**config.mk**
```make
export PLATFORM = sky130hd
export DESIGN_NAME = slot_branch_sequencer
export DESIGN_NICKNAME = d
export VERILOG_FILES = /design/src/rtl/slot_seq_pkg.sv /design/src/rtl/seq_control.sv /design/src/rtl/seq_datapath.sv /design/src/rtl/slot_branch_sequencer.sv
export SDC_FILE = /design/constraint.sdc
export NUM_CORES = 1
export LEC_CHECK = 0
export BUFFER_PORTS_ARGS = -buffer_cell sky130_fd_sc_hd__clkbuf_2
export CAP_MARGIN = 40
export CORE_MARGIN = 10
export CORE_UTILIZATION = 50
export DETAILED_ROUTE_END_ITERATION = 7
export PLACE_DENSITY = 0.85
export SETUP_SLACK_MARGIN = 0.5
export SLEW_MARGIN = 20
export SYNTH_ARGS = -nofsm -noshare
export SYNTH_HDL_FRONTEND = slang
export SYNTH_SLANG_ARGS = --single-unit
```
**constraint.sdc**
```tcl
create_clock -name clk -period 3.45 [get_ports clk]
set_input_delay 0.345 -clock clk [delete_from_list [all_inputs] [get_ports clk]]
set_output_delay 0.345 -clock clk [all_outputs]
set_load 0.01 [all_outputs]
```
**src/rtl/slot_seq_pkg.sv**
```systemverilog
package slot_seq_pkg;

  typedef enum logic {
    BR_PCREL = 1'b0,
    BR_REG   = 1'b1
  } brKind_e;

  // strobes from control to datapath
  typedef struct packed {
    logic stepSeq;     // advance to the next sequential word
    logic loadTarget;  // capture a branch target
    logic takeTarget;  // redirect fetch to the captured target
  } seqCtrl_t;

endpackage

```
**src/rtl/seq_control.sv**
```systemverilog
module seq_control
  import slot_seq_pkg::*;
(
  input  logic     clk,
  input  logic     rstN,
  input  logic     advance,
  input  logic     brValid,
  output seqCtrl_t ctrl,
  output logic     inSlot,
  output logic     slotIllegal
);

  logic pendingQ;
  logic illegalQ;

  always_comb begin
    ctrl = '0;
    if (rstN && advance) begin
      if (pendingQ) begin
        ctrl.takeTarget = 1'b1;
      end else begin
        ctrl.stepSeq    = 1'b1;
        ctrl.loadTarget = brValid;
      end
    end
  end

  always_ff @(posedge clk) begin
    if (!rstN) begin
      pendingQ <= 1'b0;
      illegalQ <= 1'b0;
    end else begin
      illegalQ <= advance & pendingQ & brValid;
      if (advance) begin
        pendingQ <= pendingQ ? 1'b0 : brValid;
      end
    end
  end

  assign inSlot      = pendingQ;
  assign slotIllegal = illegalQ;

  // a branch in the slot flags once and starts no new slot
  a_r8_slot_branch_flagged: assert property (@(posedge clk) disable iff (!rstN)
    (advance && pendingQ && brValid) |=> (slotIllegal && !inSlot));

  // the flag is a single-cycle pulse
  a_r8_flag_single_pulse: assert property (@(posedge clk) disable iff (!rstN)
    slotIllegal |=> !slotIllegal);

  // a stall inside the slot keeps the slot pending
  a_r9_slot_held_on_stall: assert property (@(posedge clk) disable iff (!rstN)
    (pendingQ && !advance) |=> inSlot);

endmodule

```
**src/rtl/seq_datapath.sv**
```systemverilog
module seq_datapath
  import slot_seq_pkg::*;
#(
  parameter int ADDR_W     = 32,
  parameter int DISP_W     = 12,
  parameter int WORD_BYTES = 2
) (
  input  logic              clk,
  input  logic              rstN,
  input  logic [ADDR_W-1:0] resetVec,
  input  seqCtrl_t          ctrl,
  input  logic              brKind,
  input  logic [DISP_W-1:0] brDisp,
  input  logic [ADDR_W-1:0] regValue,
  output logic [ADDR_W-1:0] fetchAddr
);

  localparam int              DISP_SHIFT = $clog2(WORD_BYTES);
  localparam logic [ADDR_W-1:0] STEP     = ADDR_W'(WORD_BYTES);
  localparam logic [ADDR_W-1:0] PC_AHEAD = ADDR_W'(2 * WORD_BYTES);

  logic [ADDR_W-1:0] pcQ;
  logic [ADDR_W-1:0] targetQ;
  logic [ADDR_W-1:0] dispScaled;
  logic [ADDR_W-1:0] relTarget;
  logic [ADDR_W-1:0] nextTarget;

  generate
    if (DISP_W >= ADDR_W) begin : g_disp_wide
      assign dispScaled = ADDR_W'(brDisp) << DISP_SHIFT;
    end else begin : g_disp_sext
      assign dispScaled = {{(ADDR_W-DISP_W){brDisp[DISP_W-1]}}, brDisp} << DISP_SHIFT;
    end
  endgenerate

  assign relTarget  = pcQ + PC_AHEAD + dispScaled;
  assign nextTarget = (brKind == BR_REG) ? regValue : relTarget;

  always_ff @(posedge clk) begin
    if (!rstN) begin
      pcQ <= resetVec;
    end else if (ctrl.takeTarget) begin
      pcQ <= targetQ;
    end else if (ctrl.stepSeq) begin
      pcQ <= pcQ + STEP;
    end
  end

  always_ff @(posedge clk) begin
    if (!rstN) begin
      targetQ <= '0;
    end else if (ctrl.loadTarget) begin
      targetQ <= nextTarget;
    end
  end

  assign fetchAddr = pcQ;

  // the redirect lands on the value captured earlier
  a_r5_redirect_to_captured: assert property (@(posedge clk) disable iff (!rstN)
    ctrl.takeTarget |=> (pcQ == $past(targetQ)));

  // without a capture strobe the target cannot move
  a_r7_target_frozen: assert property (@(posedge clk) disable iff (!rstN)
    (!ctrl.loadTarget && $past(rstN)) |=> (targetQ == $past(targetQ)));

endmodule

```
**src/rtl/slot_branch_sequencer.sv**
```systemverilog
module slot_branch_sequencer
  import slot_seq_pkg::*;
#(
  parameter int ADDR_W     = 32,
  parameter int DISP_W     = 12,
  parameter int WORD_BYTES = 2
) (
  input  logic              clk,
  input  logic              rstN,
  input  logic [ADDR_W-1:0] resetVec,
  input  logic              advance,
  input  logic              brValid,
  input  logic              brKind,
  input  logic [DISP_W-1:0] brDisp,
  input  logic [ADDR_W-1:0] regValue,
  output logic [ADDR_W-1:0] fetchAddr,
  output logic              inSlot,
  output logic              slotIllegal
);

  localparam logic [ADDR_W-1:0] STEP = ADDR_W'(WORD_BYTES);

  seqCtrl_t ctrl;

  seq_control u_ctrl (
    .clk         (clk),
    .rstN        (rstN),
    .advance     (advance),
    .brValid     (brValid),
    .ctrl        (ctrl),
    .inSlot      (inSlot),
    .slotIllegal (slotIllegal)
  );

  seq_datapath #(
    .ADDR_W     (ADDR_W),
    .DISP_W     (DISP_W),
    .WORD_BYTES (WORD_BYTES)
  ) u_dp (
    .clk       (clk),
    .rstN      (rstN),
    .resetVec  (resetVec),
    .ctrl      (ctrl),
    .brKind    (brKind),
    .brDisp    (brDisp),
    .regValue  (regValue),
    .fetchAddr (fetchAddr)
  );

  // plain retirement steps by one word
  a_r2_linear_step: assert property (@(posedge clk) disable iff (!rstN)
    (advance && !inSlot && !brValid) |=> (fetchAddr == $past(fetchAddr) + STEP && !inSlot));

  // no retirement, no movement
  a_r3_hold_on_stall: assert property (@(posedge clk) disable iff (!rstN)
    (!advance && !inSlot) |=> ($stable(fetchAddr) && !inSlot && !slotIllegal));

  // an accepted branch enters its slot at the next word
  a_r4_enter_slot: assert property (@(posedge clk) disable iff (!rstN)
    (advance && !inSlot && brValid) |=> (inSlot && fetchAddr == $past(fetchAddr) + STEP));

  // the slot lasts exactly one retirement
  a_r5_slot_ends: assert property (@(posedge clk) disable iff (!rstN)
    (advance && inSlot) |=> !inSlot);

endmodule

```
== Word-level counts from Yosys, hierarchy flattened ==
Cells that the tools add are included.

* Memories kept: 0
* Memory bits (read-only): 0
* Input bits: 81
* Register bits: 66
* Bits in latches: 0
* Memory bits (writable): 0
* Logic and storage cells: 19

* Shift operators: 0
* Muxes and demuxes: 8
* Eq/ne operators: 1
* Add/subtract/negate cells: 3
* Bitwise operators: 2
* Divide/modulo/power cells: 0
* Order comparisons: 0
* Multiply operators: 0
* Reductions and logical operators: 1

{| class="wikitable"
|+ Operators by type and width
! kind !! count
|-
| two-way mux 32 bit || 4
|-
| adder 32 x 2 -> 32 bit (second input constant) || 1
|-
| adder 32 x 3 -> 32 bit (second input constant) || 1
|-
| adder 32 bit || 1
|-
| two-way mux 3 bit || 1
|-
| != test 3 x 1 -> 1 bit (second input constant) || 1
|-
| AND 1 bit || 2
|-
| two-way mux 1 bit || 2
|-
| two-way mux 2 bit || 1
|-
| logical AND 1 bit || 1
|}

== Logic depth before layout (Yosys ltp) ==
* Depth after elaboration: 5
* Gate-level depth with buffers: 12
* Mapped depth without buffers: 12

== Cells and area by module ==
From an unflattened synthesis, not the netlist that was laid out.

* Cells, all modules: 652
* Area, all modules: 5,636.7 sq um

{| class="wikitable"
|+ Modules (own cells, without submodules)
! module !! cells an instance !! times used !! area each (sq um)
|-
| seq_datapath || 642 || 1 || 5,551.6
|-
| seq_control || 10 || 1 || 85.1
|}

== Worst setup path before layout ==
No wires, ideal clock.

* Path type: register to register
* Start: register u_dp.pcQ[2] (netlist: u_dp.fetchAddr[2])
* End: register u_dp.targetQ[24]
* Arrival time: 2.712 ns
* Slack: 0.668 ns
* Cell stages (with the launch flop): 13
* Path buffers: 0
* Cells stage by stage: edfxtp_1 -> inv_1 -> ha_1 -> inv_1 -> ha_1 -> fa_1 -> a211oi_1 -> o21ai_1 -> nand4_1 -> a21oi_1 -> o211ai_1 -> mux2_2 -> a21oi_1

* Cells in the longest elaborated chain, start to end: 3

{| class="wikitable"
|+ Ends and longest elaborated chain
! element !! RTL line !! RTL
|-
| start: declaration || seq_datapath.sv:22 || <nowiki>logic [ADDR_W-1:0] pcQ;</nowiki>
|-
| start signal: assignment || seq_datapath.sv:41 || <nowiki>pcQ <= resetVec;</nowiki>
|-
| start signal: assignment || seq_datapath.sv:43 || <nowiki>pcQ <= targetQ;</nowiki>
|-
| start signal: assignment || seq_datapath.sv:45 || <nowiki>pcQ <= pcQ + STEP;</nowiki>
|-
| adder 32 x 3 -> 32 bit || seq_datapath.sv:36 || <nowiki>assign relTarget = pcQ + PC_AHEAD + dispScaled;</nowiki>
|-
| adder 32 bit || seq_datapath.sv:36 ||
|-
| two-way mux 32 bit || seq_datapath.sv:37 || <nowiki>assign nextTarget = (brKind == BR_REG) ? regValue : relTarget;</nowiki>
|-
| end signal: assignment || seq_datapath.sv:53 || <nowiki>targetQ <= nextTarget;</nowiki>
|-
| end: declaration || seq_datapath.sv:23 || <nowiki>logic [ADDR_W-1:0] targetQ;</nowiki>
|}

Every way passes these cells.
A chain may end at the register's enable or synchronous reset.

== Worst setup path after layout ==
* Start: register u_dp.pcQ[2] (netlist: u_dp.fetchAddr[2])
* End: register u_dp.targetQ[28]

Same word-level chain as after synthesis.

==> out/metrics.csv <==
stage,metric,value,unit
timing,fin_tns_setup,0,ns
place,detailed_place_hpwl,13.6,mm
setup_path,worstPathRequired,3.65,ns
setup_path,path_class,flop to flop,
routing,detail_route.iter0.violations,398,
min_path,hold_class,input port to flop,
pwr,share_comb_of_total_power,38.7,%
pwr,leakagePower,3.15,nW
synth,synthesis.instances,681,
pwr,power-per-cell-area,447,mW/mm^2
floorplan,total_die_area,0.0162,sq mm
clock_network,cts.root.buffer_cell,sky130_fd_sc_hd__clkbuf_16,
synth,synth_sequential_area_ratio,28.5,%
global_route,grt_first_pass_wirelength,29.2,mm
clock_network,cts-root-to-sink-buffers,2,
timing,rsz0062_at_grt,yes,
clock_network,clk_transition_reported_paths,0.06,ns
final_layout,antenna_cells,0,
synth,synth_cell_types,61,
pwr,netSwitchingPower,0.00112,W
floorplan,initial_core_util,50.8,%
pwr,ir_worst_vdd,0.000329,V
timing,max_freq,0.347,GHz
timing,slew_viol_final,0,
global_route,grt_antenna_before_repair,0,
timing,final_min_period_over_clock_period,83.6,%
timing,setup-violations-final,0,
floorplan,fp.dieH,127,microns
clock_network,number_of_sinks_handled_by_clock_tree_synthesis,66,
routing,detail_route.drc_violations,0,
synth,netlist_top_cells_area,"sky130_fd_sc_hd__edfxtp_1 (17%), sky130_fd_sc_hd__ha_1 (13%), sky130_fd_sc_hd__dfxtp_1 (12%), sky130_fd_sc_hd__o21ai_0 (4.5%), sky130_fd_sc_hd__nand2_1 (4.4%)",
global_route,grt_util_met3,4.84,%
setup_path,worst-path-max-fanout,4,
routing,detail_route.wl_per_cell,19.4,microns
place,gp_congestion,0.928,
setup_path,critical_path.startpoint_type,flop,
setup_path,critical_path_buf_inv_count,2,
setup_path,crit_chain,inv_1 > ha_1 > inv_1 > ha_1 > fa_2 > a211oi_4 > o21ai_2 > nand4_1 > a21oi_2 > o21a_1 > a211oi_1 > o311ai_0,
synth,syn-num-nets,823,
routing,ant_nets,0,
timing,max_slew.worst_pin.slew,0.530,ns
pwr,clockPowerShare,29.2,%
setup_path,worstPathArrival,3.08,ns
setup_path,worst_path_largest_cell_delay,0.42,ns
synth,synth_flop_cell,sky130_fd_sc_hd__dfxtp_1,
global_route,grt_use_total,21.8,%
final_layout,layout-drive-gt1-share,24.8,%
floorplan,pin_count,115,
synth,async_reset_ff_share,0,%
global_route,grtUsageMet1,25.8,%
timing,hold_violations,0,
global_route,first_global_vias,5818,
timing,min_period,2.88,ns
floorplan,placementRows,39,
timing,max-slew-margin-rel,64.4,%
clock_network,number_of_buffers_added_to_fix_hold_violations_after_cts,0,
setup_path,timing.critical_path.max_delay_family,compound AO/OA/AOI/OAI gates,
synth,syn_area_per_cell,8.45,sq um
pwr,p_int,0.00199,W
routing,route.vias.total,5767,
routing,route.detailed.vias_per_inst,6.12,
run_status,run_status,"finished, final reports clean",
run,max_cap_viols,0,
floorplan,die_width,127,microns
clock_network,h-tree-depth,3,
place,io_buffer_count,114,
pwr,finalPower,0.00311,W
synth,synth.most_common_cell,sky130_fd_sc_hd__nand2_1,
clock_network,cts_tree,yes,
setup_path,cp-end-kind,flop,
pwr,switching_fraction,36.0,%
routing,drt_first_pass_iters,5,
synth,synth_enable_flop_cells,32,
setup_path,worst_path_max_delay_cell,sky130_fd_sc_hd__edfxtp_1,
synth,syn_area,0.00576,sq mm
final_layout,finalNetCount,937,
global_route,grt_use_met2,37.1,%
global_route,top_usage_layer,met2,
synth,yosys-top-cells-count,"sky130_fd_sc_hd__nand2_1 (68), sky130_fd_sc_hd__ha_1 (60), sky130_fd_sc_hd__o21ai_0 (52)",
pwr,power.share.sequential,32.1,%
floorplan,core_region_area,0.0113,sq mm
final_layout,synthToLayoutAreaGrowth,20.8,%
global_route,grt_max_degree,36,
clock_network,cts_inserted_buffers,9,
routing,drt-total-wl,18.3,mm
global_route,grt_remaining_overflow,0,
clock_network,clock_insertion_delay_worst_skew,0.35,ns
synth,ys_ff_latch,66,
synth,leading_area_contributor_after_synthesis,sky130_fd_sc_hd__edfxtp_1,
synth,synth_largest_type_area_fraction,16.7,%
timing,clock_skew,0.0114,ns
synth,yosys_warnings,0,
[cell families (layout without fill, tap and decap cells)]
family	Yosys count	in the layout	share of synthesized area [%]
compound gates	204	204	23.4
xor+xnor	45	45	6.85
fa+ha+maj	61	61	13.4
buf+inv	49	168	3.26
flops	66	66	28.5
mux	29	29	5.43
simple gates	227	227	19.1
[final cells by class]
class                      instances  area [sq um]
multi-input combinational        566          4010
tap                              143           179
clock inverter                     4          43.8
inverter                          10          37.5
timing repair buffer             142           801
sequential                        66          1640
fill                            1008          4370
clock buffer                      12           236
[timing repair]
item / in CTS / in global routing
setup buffers: 1 / 11
resized for setup: 2 / 17
pin swaps: 1 / 4
endpoints found under the setup margin: 7 / 14
[state kept, by name, summed over array words and instances, names as in the netlist]
name and flops:
u_ctrl.inSlot 1, u_ctrl.slotIllegal 1, u_dp.fetchAddr 32, u_dp.targetQ 32
[placed cells by master, fill, tap and decap left out, types with 4 or more instances in the layout]
cell type,synthesis,routed
sky130_fd_sc_hd__clkbuf_2,0,113
sky130_fd_sc_hd__nand2_1,68,67
sky130_fd_sc_hd__ha_1,60,57
sky130_fd_sc_hd__o21ai_0,52,51
sky130_fd_sc_hd__nor2_1,46,46
sky130_fd_sc_hd__nand3_1,42,42
sky130_fd_sc_hd__a21oi_1,44,42
sky130_fd_sc_hd__dfxtp_1,34,34
sky130_fd_sc_hd__edfxtp_1,32,32
sky130_fd_sc_hd__a21o_1,30,30
sky130_fd_sc_hd__buf_4,0,26
sky130_fd_sc_hd__xor2_1,24,24
sky130_fd_sc_hd__xnor2_1,21,21
sky130_fd_sc_hd__mux2_2,18,18
sky130_fd_sc_hd__and3_1,16,16
sky130_fd_sc_hd__nand4_1,15,15
sky130_fd_sc_hd__a211oi_1,17,15
sky130_fd_sc_hd__mux2i_1,11,11
sky130_fd_sc_hd__nor3_1,11,10
sky130_fd_sc_hd__o21a_1,9,9
sky130_fd_sc_hd__clkbuf_16,0,9
sky130_fd_sc_hd__a31oi_1,8,8
sky130_fd_sc_hd__inv_1,8,8
sky130_fd_sc_hd__or3_1,7,7
sky130_fd_sc_hd__o211ai_1,7,7
sky130_fd_sc_hd__and2_1,5,5
sky130_fd_sc_hd__o21bai_1,4,4
[routing by layer]
| metal | wire length [microns] | up-vias |
|---|---|---|
| met5 | 0 | - |
| met4 | 605 | 0 |
| met3 | 1500 | 42 |
| met2 | 8920 | 288 |
| met1 | 7320 | 2660 |
| li1 | - | 2777 |
[path summary, 6_finish.rpt]
| path | endpoint | slack [ns] | depth (start not counted) | startpoint |
|---|---|---|---|---|
| worst max-delay path | u_dp.targetQ[28] | 0.57 | 12 | u_dp.fetchAddr[2] |
| worst min-delay path | u_ctrl.slotIllegal | 0.21 | 2 | brValid |
| worst max register to register | u_dp.targetQ[28] | 0.57 | 12 | u_dp.fetchAddr[2] |
| worst min register to register | u_dp.targetQ[14] | 0.47 | 2 | u_dp.targetQ[14] |
[power groups by stage]
| stage | Clock [W] | Sequential (W) | Combinational, W |
|---|---|---|---|
| final | 0.000908 | 0.000996 | 0.00120 |
| after global routing | 0.000948 | 0.00101 | 0.00133 |
| after CTS | 0.000909 | 0.000998 | 0.00111 |
| after detailed placement | 0 | 0.00101 | 0.00109 |
| after global placement | 0 | 0.00101 | 0.00107 |
| after floorplan | 0 | 0.00101 | 0.000768 |
[stage by stage]
stage / std cells / cell area, sq um / utilization (%) / hold WS, ns / setup WS (ns)
CTS: 932 / 6800 / 60.0 / 0.216 / 0.494
finish: 943 / 6950 / 61.4 / 0.213 / 0.566
global route: 943 / 6950 / 61.4 / 0.241 / 0.479
floorplan: 681 / 5760 / - / 0.444 / 0.668
global placement: 914 / 6480 / 57.3 / 0.455 / 0.377
detailed placement: 915 / 6500 / 57.4 / 0.463 / 0.338
(Power assumes the default switching activity.)
